## config.mk

```make
export PLATFORM = sky130hd
export DESIGN_NAME = link_train_seq
export DESIGN_NICKNAME = d
export VERILOG_FILES = /design/src/rtl/lt_pkg.sv /design/src/rtl/lt_lane_eval.sv /design/src/rtl/lt_gap_timer.sv /design/src/rtl/lt_poll_ctr.sv /design/src/rtl/link_train_seq.sv
export SDC_FILE = /design/constraint.sdc
export NUM_CORES = 1
export LEC_CHECK = 0
export BUFFER_PORTS_ARGS = -buffer_cell sky130_fd_sc_hd__buf_4
export CAP_MARGIN = 30
export CORE_MARGIN = 2
export CORE_UTILIZATION = 30
export DETAILED_ROUTE_END_ITERATION = 6
export SETUP_SLACK_MARGIN = 0.05
export SYNTH_ARGS = -nofsm -noshare
export SYNTH_HDL_FRONTEND = slang
export SYNTH_SLANG_ARGS = --single-unit
export TNS_END_PERCENT = 20
```

## constraint.sdc

```tcl
create_clock -name clk -period 4.9 [get_ports clk]
set_input_delay 1.225 -clock clk [delete_from_list [all_inputs] [get_ports clk]]
set_output_delay 1.225 -clock clk [all_outputs]
set_load 0.01 [all_outputs]
```

## src/rtl/lt_pkg.sv

```systemverilog
package lt_pkg;

  localparam int LANES_MAX = 4;

  localparam logic [19:0] A_RATE  = 20'h00100;
  localparam logic [19:0] A_LANES = 20'h00101;
  localparam logic [19:0] A_TPS   = 20'h00102;
  localparam logic [19:0] A_ST01  = 20'h00202;
  localparam logic [19:0] A_ST23  = 20'h00203;
  localparam logic [19:0] A_ALIGN = 20'h00204;

  typedef enum logic [3:0] {
    S_IDLE, S_WR_RATE, S_WR_LANES, S_WR_TPS, S_GAP,
    S_RD0, S_RD1, S_RD2, S_EVAL, S_WR_CLR, S_NEXT, S_OK, S_FAIL
  } lt_state_t;

  function automatic logic [7:0] rate_code(input logic [1:0] idx);
    case (idx)
      2'd0:    rate_code = 8'h14;
      2'd1:    rate_code = 8'h0A;
      default: rate_code = 8'h06;
    endcase
  endfunction

  function automatic logic [1:0] rate_clamp(input logic [1:0] idx);
    rate_clamp = (idx == 2'd3) ? 2'd2 : idx;
  endfunction

  function automatic logic [2:0] lane_norm(input logic [2:0] n);
    case (n)
      3'd1:    lane_norm = 3'd1;
      3'd2:    lane_norm = 3'd2;
      default: lane_norm = 3'd4;
    endcase
  endfunction

  function automatic logic [LANES_MAX-1:0] lane_mask(input logic [2:0] n);
    case (n)
      3'd1:    lane_mask = 4'b0001;
      3'd2:    lane_mask = 4'b0011;
      default: lane_mask = 4'b1111;
    endcase
  endfunction

  function automatic logic [2:0] eq_tps_sel(input logic [2:0] p);
    eq_tps_sel = (p == 3'd2 || p == 3'd3 || p == 3'd4) ? p : 3'd3;
  endfunction

endpackage

```

## src/rtl/lt_lane_eval.sv

```systemverilog
module lt_lane_eval #(
  parameter int LANES = 4
) (
  input  logic [7:0]       st01,
  input  logic [7:0]       st23,
  input  logic             align,
  input  logic [LANES-1:0] mask,
  output logic             cr_ok,
  output logic             eq_ok
);
  logic [LANES-1:0] cr_l, eq_l;

  for (genvar g = 0; g < LANES; g++) begin : g_lane
    logic [3:0] nib;
    if (g < 2) begin : g_lo
      assign nib = st01[g*4 +: 4];
    end else begin : g_hi
      assign nib = st23[(g-2)*4 +: 4];
    end
    assign cr_l[g] = nib[0] | ~mask[g];
    assign eq_l[g] = (nib[1] & nib[2]) | ~mask[g];
  end

  assign cr_ok = &cr_l;
  assign eq_ok = (&cr_l) & (&eq_l) & align;
endmodule

```

## src/rtl/lt_gap_timer.sv

```systemverilog
module lt_gap_timer #(
  parameter int W = 8
) (
  input  logic         clk,
  input  logic         rst_n,
  input  logic         load,
  input  logic [W-1:0] len,
  output logic         expired
);
  logic [W-1:0] cnt_q;

  always_ff @(posedge clk or negedge rst_n) begin
    if (!rst_n)               cnt_q <= '0;
    else if (load)            cnt_q <= len;
    else if (cnt_q != '0)     cnt_q <= cnt_q - W'(1);
  end

  assign expired = (cnt_q == '0) && !load;
endmodule

```

## src/rtl/lt_poll_ctr.sv

```systemverilog
module lt_poll_ctr #(
  parameter int MAX = 5,
  parameter int CW  = 3
) (
  input  logic          clk,
  input  logic          rst_n,
  input  logic          clr,
  input  logic          inc,
  output logic [CW-1:0] cnt,
  output logic          last
);
  always_ff @(posedge clk or negedge rst_n) begin
    if (!rst_n)    cnt <= '0;
    else if (clr)  cnt <= '0;
    else if (inc)  cnt <= cnt + CW'(1);
  end

  assign last = (cnt == CW'(MAX - 1));
endmodule

```

## src/rtl/link_train_seq.sv

```systemverilog
module link_train_seq
  import lt_pkg::*;
#(
  parameter int ADDR_W    = 20,
  parameter int MAX_POLLS = 5,
  parameter int GAP_W     = 8
) (
  input  logic              clk,
  input  logic              rst_n,
  input  logic              start,
  input  logic [2:0]        cfg_lanes,
  input  logic [1:0]        cfg_rate,
  input  logic [2:0]        cfg_eq_tps,
  input  logic [GAP_W-1:0]  poll_gap,
  output logic              req_valid,
  output logic              req_write,
  output logic [ADDR_W-1:0] req_addr,
  output logic [7:0]        req_wdata,
  input  logic              req_done,
  input  logic              req_ack,
  input  logic [7:0]        rsp_rdata,
  output logic              link_trained,
  output logic              train_failed,
  output logic [1:0]        rate_idx
);
  localparam int         CNT_W     = $clog2(MAX_POLLS + 1);
  localparam logic [1:0] RATE_LAST = 2'd2;

  lt_state_t st_q, st_d;
  logic       eq_phase_q, win_q, nack_q, align_q;
  logic [1:0] rate_q;
  logic [2:0] lanes_q, eqtps_q;
  logic [7:0] st01_q, st23_q, tps_now_q;
  logic [19:0] addr20;
  logic [7:0]  wdata;

  // named internal events
  logic             xfer_done, start_evt, fallback_evt, gap_ok, pass;
  logic             tmr_load, poll_clr, poll_inc, poll_last, cr_ok, eq_ok;
  logic [CNT_W-1:0] poll_cnt;

  assign xfer_done    = req_valid && req_done;
  assign start_evt    = start && (st_q == S_IDLE || st_q == S_OK || st_q == S_FAIL);
  assign fallback_evt = (st_q == S_NEXT) && (rate_q != RATE_LAST);
  assign pass         = !nack_q && (eq_phase_q ? eq_ok : cr_ok);

  lt_lane_eval #(.LANES(LANES_MAX)) u_eval (
    .st01 (st01_q), .st23 (st23_q), .align (align_q),
    .mask (lane_mask(lanes_q)), .cr_ok (cr_ok), .eq_ok (eq_ok)
  );

  lt_gap_timer #(.W(GAP_W)) u_gap (
    .clk (clk), .rst_n (rst_n), .load (tmr_load), .len (poll_gap), .expired (gap_ok)
  );

  lt_poll_ctr #(.MAX(MAX_POLLS), .CW(CNT_W)) u_polls (
    .clk (clk), .rst_n (rst_n), .clr (poll_clr), .inc (poll_inc),
    .cnt (poll_cnt), .last (poll_last)
  );

  always_comb begin
    st_d     = st_q;
    tmr_load = 1'b0;
    poll_clr = 1'b0;
    poll_inc = 1'b0;
    unique case (st_q)
      S_IDLE, S_OK, S_FAIL: if (start) st_d = S_WR_RATE;
      S_WR_RATE:  if (xfer_done) st_d = S_WR_LANES;
      S_WR_LANES: if (xfer_done) st_d = S_WR_TPS;
      S_WR_TPS: if (xfer_done) begin
        st_d     = S_GAP;
        tmr_load = 1'b1;
        poll_clr = 1'b1;
      end
      S_GAP: if (gap_ok) st_d = S_RD0;
      S_RD0: if (xfer_done) st_d = S_RD1;
      S_RD1: if (xfer_done) st_d = S_RD2;
      S_RD2: if (xfer_done) st_d = S_EVAL;
      S_EVAL: begin
        if (pass) begin
          st_d = eq_phase_q ? S_WR_CLR : S_WR_TPS;
        end else begin
          poll_inc = 1'b1;
          if (poll_last) st_d = S_WR_CLR;
          else begin
            st_d     = S_GAP;
            tmr_load = 1'b1;
          end
        end
      end
      S_WR_CLR: if (xfer_done) st_d = win_q ? S_OK : S_NEXT;
      S_NEXT:   st_d = (rate_q == RATE_LAST) ? S_FAIL : S_WR_RATE;
      default:  st_d = S_IDLE;
    endcase
  end

  always_comb begin
    addr20 = A_TPS;
    wdata  = 8'h00;
    case (st_q)
      S_WR_RATE:  begin addr20 = A_RATE;  wdata = rate_code(rate_q); end
      S_WR_LANES: begin addr20 = A_LANES; wdata = {5'd0, lanes_q}; end
      S_WR_TPS:   begin addr20 = A_TPS;   wdata = eq_phase_q ? {5'd0, eqtps_q} : 8'h01; end
      S_WR_CLR:   begin addr20 = A_TPS;   wdata = 8'h00; end
      S_RD0:      addr20 = A_ST01;
      S_RD1:      addr20 = A_ST23;
      S_RD2:      addr20 = A_ALIGN;
      default:    addr20 = A_TPS;
    endcase
  end

  assign req_valid = (st_q == S_WR_RATE) || (st_q == S_WR_LANES) || (st_q == S_WR_TPS) ||
                     (st_q == S_WR_CLR)  || (st_q == S_RD0) || (st_q == S_RD1) || (st_q == S_RD2);
  assign req_write = (st_q == S_WR_RATE) || (st_q == S_WR_LANES) || (st_q == S_WR_TPS) ||
                     (st_q == S_WR_CLR);
  assign req_addr  = ADDR_W'(addr20);
  assign req_wdata = wdata;

  always_ff @(posedge clk or negedge rst_n) begin
    if (!rst_n) begin
      st_q       <= S_IDLE;
      eq_phase_q <= 1'b0;
      win_q      <= 1'b0;
      nack_q     <= 1'b0;
      align_q    <= 1'b0;
      rate_q     <= 2'd0;
      lanes_q    <= 3'd4;
      eqtps_q    <= 3'd3;
      st01_q     <= 8'h00;
      st23_q     <= 8'h00;
      tps_now_q  <= 8'h00;
    end else begin
      st_q <= st_d;
      if (start_evt) begin
        rate_q     <= rate_clamp(cfg_rate);
        lanes_q    <= lane_norm(cfg_lanes);
        eqtps_q    <= eq_tps_sel(cfg_eq_tps);
        eq_phase_q <= 1'b0;
        win_q      <= 1'b0;
      end
      if (fallback_evt) begin
        rate_q     <= rate_q + 2'd1;
        eq_phase_q <= 1'b0;
      end
      if (st_q == S_EVAL && pass) begin
        if (eq_phase_q) win_q      <= 1'b1;
        else            eq_phase_q <= 1'b1;
      end
      if (st_q == S_GAP) nack_q <= 1'b0;
      if (xfer_done) begin
        case (st_q)
          S_RD0: begin st01_q  <= rsp_rdata;    nack_q <= nack_q | ~req_ack; end
          S_RD1: begin st23_q  <= rsp_rdata;    nack_q <= nack_q | ~req_ack; end
          S_RD2: begin align_q <= rsp_rdata[0]; nack_q <= nack_q | ~req_ack; end
          S_WR_TPS, S_WR_CLR: tps_now_q <= wdata;
          default: ;
        endcase
      end
    end
  end

  assign link_trained = (st_q == S_OK);
  assign train_failed = (st_q == S_FAIL);
  assign rate_idx     = rate_q;

endmodule

```

* After elaboration in Yosys (flattened, before gate mapping)
Cells that the tools add are included.
Widths: inputs -> output; s select.
** Storage, ports and cells
- Output and inout bits :: 34
- Bits in registers :: 41
- Bits of input ports :: 29
** Operators by class
- Bitwise gates (word level) :: 20
- Reduce and logical (&&, ||, !) cells :: 33
- Eq/ne operators :: 33
- Add/sub/neg operators :: 3
- Muxes and demuxes :: 47
** Operator list (count)
- $mux 4 :: 13
- $pmux 10 s5 :: 1
- $pmux 4 s11 :: 1
- $eq 4x4->1 const B :: 5
- $ne 2x2->1 const B :: 10
- $mux 1 :: 18
- $eq 4x3->1 const B :: 4
- $mux 8 :: 2
- $pmux 5 s3 :: 1
- $eq 3x2->1 const B :: 4
- $mux 3 :: 4
- $logic_or 1x1->1 :: 10
- $pmux 5 s2 :: 1
- $or 1x1->1 :: 9
- $reduce_and 9->1 :: 1
- $eq 4x2->1 const B :: 2
- $logic_not 8->1 :: 1
- $pmux 4 s2 :: 1
- $reduce_and 4->1 :: 2
- $reduce_bool 8->1 :: 1
- $sub 8x1->8 const B :: 1
- $and 1x1->1 :: 6
- $eq 3x1->1 const B :: 2
- $eq 3x3->1 const B :: 2
- other kinds (16) :: 34

* Depth between registers and ports, before layout
- Word-level depth :: 15
- Depth in mapped cells :: 7
- Depth with buffers taken out :: 7

* Modules after synthesis
From an unflattened synthesis, not the netlist that was laid out.
** Second synthesis, totals
- Cell total of the unflattened synthesis :: 286
- Area total of the unflattened synthesis :: 2798.9 um2
** Modules (own cells, without submodules)
- link_train_seq :: area an instance 2054.5 um2, cells each 208, sequential area each 804.5 um2, times used 1
- lt_gap_timer :: area an instance 485.5 um2, cells each 51, sequential area each 200.2 um2, times used 1
- lt_poll_ctr :: area an instance 162.7 um2, cells each 15, sequential area each 75.1 um2, times used 1
- lt_lane_eval :: area an instance 96.3 um2, cells each 12, sequential area each 0.0 um2, times used 1

* Least setup slack after synthesis
Ideal clock, no wire load.
- Path kind :: reg-to-output
- Start point :: reg st_q[1]
- End point :: out req_wdata[1]
- Cell stages (with the launch flop) :: 7
- Path slack :: 2307 ps
- Data arrival time :: 1368 ps
- Cells stage by stage :: dfrtp_1 -> clkbuf_1 -> clkbuf_1 -> nand3_1 -> o21ai_0 -> a22oi_1 -> nor3_1
** On the way
- Longest elaborated chain between the ends :: 2
** RTL lines
- from (decl) :: line link_train_seq.sv:29 : lt_state_t st_q, st_d;
- from (signal assigned) :: line link_train_seq.sv:133 : st_q <= st_d;
- $eq 4x2->1 or $eq 4x1->1 (tied branches) :: line link_train_seq.sv:100 : case (st_q)
- $pmux 5 s3 * :: line link_train_seq.sv:100
- to (decl) :: line link_train_seq.sv:18 : output logic [7:0] req_wdata,
Every way passes the cells marked *; elsewhere a longest branch is shown, timed or not.

* Worst setup path in the final report
- Start point :: reg st_q[1]
- End point :: out req_wdata[2]
Same word-level chain as after synthesis.

==> metrics.md <==
| Metric | Value |
|---|---|
| Hold Buf Count CTS | `0` |
| Layout fillers | `829` |
| CP arrival | `1940 ps` |
| Core Box Area | `8134 sq um` |
| Tightest Hold Check Type | `reg -> reg` |
| IO Port Bufs | `42` |
| WP data required | `3670 ps` |
| Type of origin of the critical path | `register` |
| Critical Path Start | `st_q[1]$_DFFE_PN0P_` |
| Max cap viols | `0` |
| Post-synth EDFFs | `0` |
| Worst-path clk slew | `80 ps` |
| CTS tree | `built` |
| Worst Setup EP | `req_wdata[2]` |
| Worst R2R Path Depth | `5` |
| Synth cell types | `61` |
| Placed cell count | `400` |
| Status | `complete, no violations` |
| Final setup skew | `8.618 ps` |
| Worst slack at placement | `2067 ps` |
| Final setup vio count | `0` |
| Mean Syn Cell Area | `9.522 sq um` |
| DPL Wire Length | `4.178 mm` |
| Power density over cell area | `574.3 nW/um^2` |
| FF-to-FF End | `st_q[0]$_DFFE_PN0P_` |
| Async SR Flop Fraction | `100.0%` |
| FF/Latch Area | `979.7 sq um` |
| Layout cells sized above 1 | `28.05%` |
| Syn-to-layout area delta | `17.25%` |
| Top cells by count, synth | `dfrtp_1 (36), nor2_1 (24), mux2_2 (20)` |
| Fin. max-slew vios | `0` |
| Worst-path fanout max | `20` |
| Nets | `338` |
| Total Neg Setup Slack | `0 ps` |
| Prevailing post-synth register cell | `dfrtp_1` |
| I/O pins | `63` |
| Synth warnings | `0` |
| Post-CTS Repair Setup Buffers | `0` |
| FP Rows | `33` |
| Multi-input logic area | `1358 sq um` |
| Peak Freq | `316.3 MHz` |
| Clock root cell | `clkbuf_8` |
| Final period util | `64.52%` |
| GRT Overall Usage | `13.46%` |
| Clock Latency Late Sink | `300 ps` |
| Die W | `95.20 um` |
| Final wirelength | `5.490 mm` |
| DR WL/cell | `13.46 um` |
| Sink Count | `39` |
| Peak supply drop | `167.3 uV` |
| Via count of the first global-routing pass | `1944` |
| Tmin final | `3162 ps` |
| Worst Max-Slew Pin Slew | `622.2 ps` |
| Initial DRC Count | `100` |
| Most frequent cell after synthesis | `dfrtp_1` |
| Post_cts resized | `0` |
| N_diodes | `0` |
| Vias per cell | `4.789` |
| Placed inst area | `2840 sq um` |
| Top cell type's share of synthesized area | `36.11%` |
| Die height | `95.20 um` |
| GRT overflow | `0` |
| Design area | `2925 sq um` |
| First-pass DRT Iterations | `4` |
| Pleak | `0.001315 uW` |
| Via count | `1954` |
| Crit path kind | `reg -> out` |
| Critical R2R Launch | `st_q[3]$_DFFE_PN0P_` |
| Setup WS post-layout | `1738 ps` |
| Unrepaired setup endpoints after global routing | `no` |
| Initial antenna violation count | `0` |
| R2R setup slack | `2590 ps` |
| Die Area | `9062 sq um` |
| Final hold violation count | `0` |
| Post-route DRC | `0` |
| Top area cells in the synthesized netlist | `dfrtp_1 (36%), mux2_2 (9.0%), buf_4 (5.4%), nor2_1 (3.6%), ha_1 (3.5%)` |
| Largest net degree at the start of global routing | `40` |
| DRT antenna net count | `0` |
| Largest area contributor in the netlist | `dfrtp_1` |
| CTS buffer count | `5` |
| H-tree Lvls | `2` |
| Clock tree buffer depth | `2` |
| Synthesized area | `2495 sq um` |
| CP endpoint kind | `output port` |
| Finished Layout Cells | `408` |
| Seq cells post-synth | `39` |
| Register area share after synthesis | `39.27%` |
| First-pass GRT wire length | `9.342 mm` |
| Relative slew slack | `58.52%` |
| GP Congestion | `0.8500` |
| Initial Utilization | `30.67%` |
| Post-synthesis cell count | `262` |
placed cells by master, fill, tap and decap left out, types with 3 or more instances in the layout:
cell	n
nand3_1	7
nor2_1	24
nor3_1	7
nand4_1	3
dfstp_2	3
o21ai_0	12
nand2b_1	9
mux2i_1	3
nand2_1	16
inv_1	13
dfrtp_1	36
mux2_2	20
buf_4	43
xnor2_1	4
conb_1	18
o211ai_1	3
o22ai_1	3
and3_1	3
a21oi_1	14
clkbuf_8	5
ha_1	7
o31ai_1	3
final cells by class:
| type | instances | share of cell area [%] |
|---|---|---|
| sequential | 39 | 33.49 |
| tap | 105 | 4.491 |
| clock buffer | 6 | 2.481 |
| inverter | 13 | 1.668 |
| timing repair buffer | 43 | 11.04 |
| clock inverter | 2 | 0.4277 |
| multi-input combinational | 200 | 46.41 |
cells by family after synthesis:
| kind of cell | after synthesis | share of synthesized area, % |
|---|---|---|
| buffers and inverters | 40 | 8.877 |
| AOI/OAI and AO/OA | 54 | 14.64 |
| adders and majority gates | 7 | 3.510 |
| xor gates and xnor gates | 5 | 1.755 |
| DFF | 39 | 39.27 |
| other | 1 | 0.1503 |
| muxes | 26 | 11.74 |
| and+or+nand+nor | 90 | 20.06 |
per-layer routing:
metal	vias to the layer above	global-route usage [%]	part of all wire, %
li1	977	-	-
met5	-	0	0
met2	53	22.59	49
met4	0	4.227	1.2
met1	918	17.09	44
met3	6	3.162	5.4
where the power goes:
part | internal, uW | switching (uW) | leakage [uW]
registers | 487 | 187 | 0.000477
clock network | 99.6 | 119 | 0.0000412
logic | 400 | 388 | 0.000797
worst min-delay path by stage:
stage	start	to	slack [ps]	cells past startpoint
6_report	eqtps_q[1]$_DFFE_PN1P_	eqtps_q[1]$_DFFE_PN1P_	460	2
5_1_grt	eqtps_q[1]$_DFFE_PN1P_	eqtps_q[1]$_DFFE_PN1P_	480	2
3_5_place_dp	eqtps_q[1]$_DFFE_PN1P_	eqtps_q[1]$_DFFE_PN1P_	460	2
3_3_place_gp	eqtps_q[1]$_DFFE_PN1P_	eqtps_q[1]$_DFFE_PN1P_	450	2
4_1_cts	eqtps_q[1]$_DFFE_PN1P_	eqtps_q[1]$_DFFE_PN1P_	470	2
2_1_floorplan	win_q$_DFF_PN0_	win_q$_DFF_PN0_	440	2
critical path: stages (launching register included):
cell     delay, ps
dfrtp_1        700
inv_1          200
nor2_1         220
a22oi_1        120
nor3_1         230
buf_4          170
metrics by stage:
step                hold WS (ps)  power (uW)  utilization, %
floorplan                  441.3        1225               -
global placement           451.6        1450           34.83
detailed placement         456.2        1479           34.92
CTS                        468.5        1701           35.96
global route               476.1        1846           35.96
finish                     462.5        1680           35.96
flip-flops by register name (all words and copies together) (netlist names):
name,count
align_q,1
eq_phase_q,1
eqtps_q,3
lanes_q,3
nack_q,1
rate_idx,2
st01_q,6
st23_q,6
st_q,4
u_gap.cnt_q,8
u_polls.cnt,3
win_q,1
Note: power is estimated with default switching activity, not from simulation.
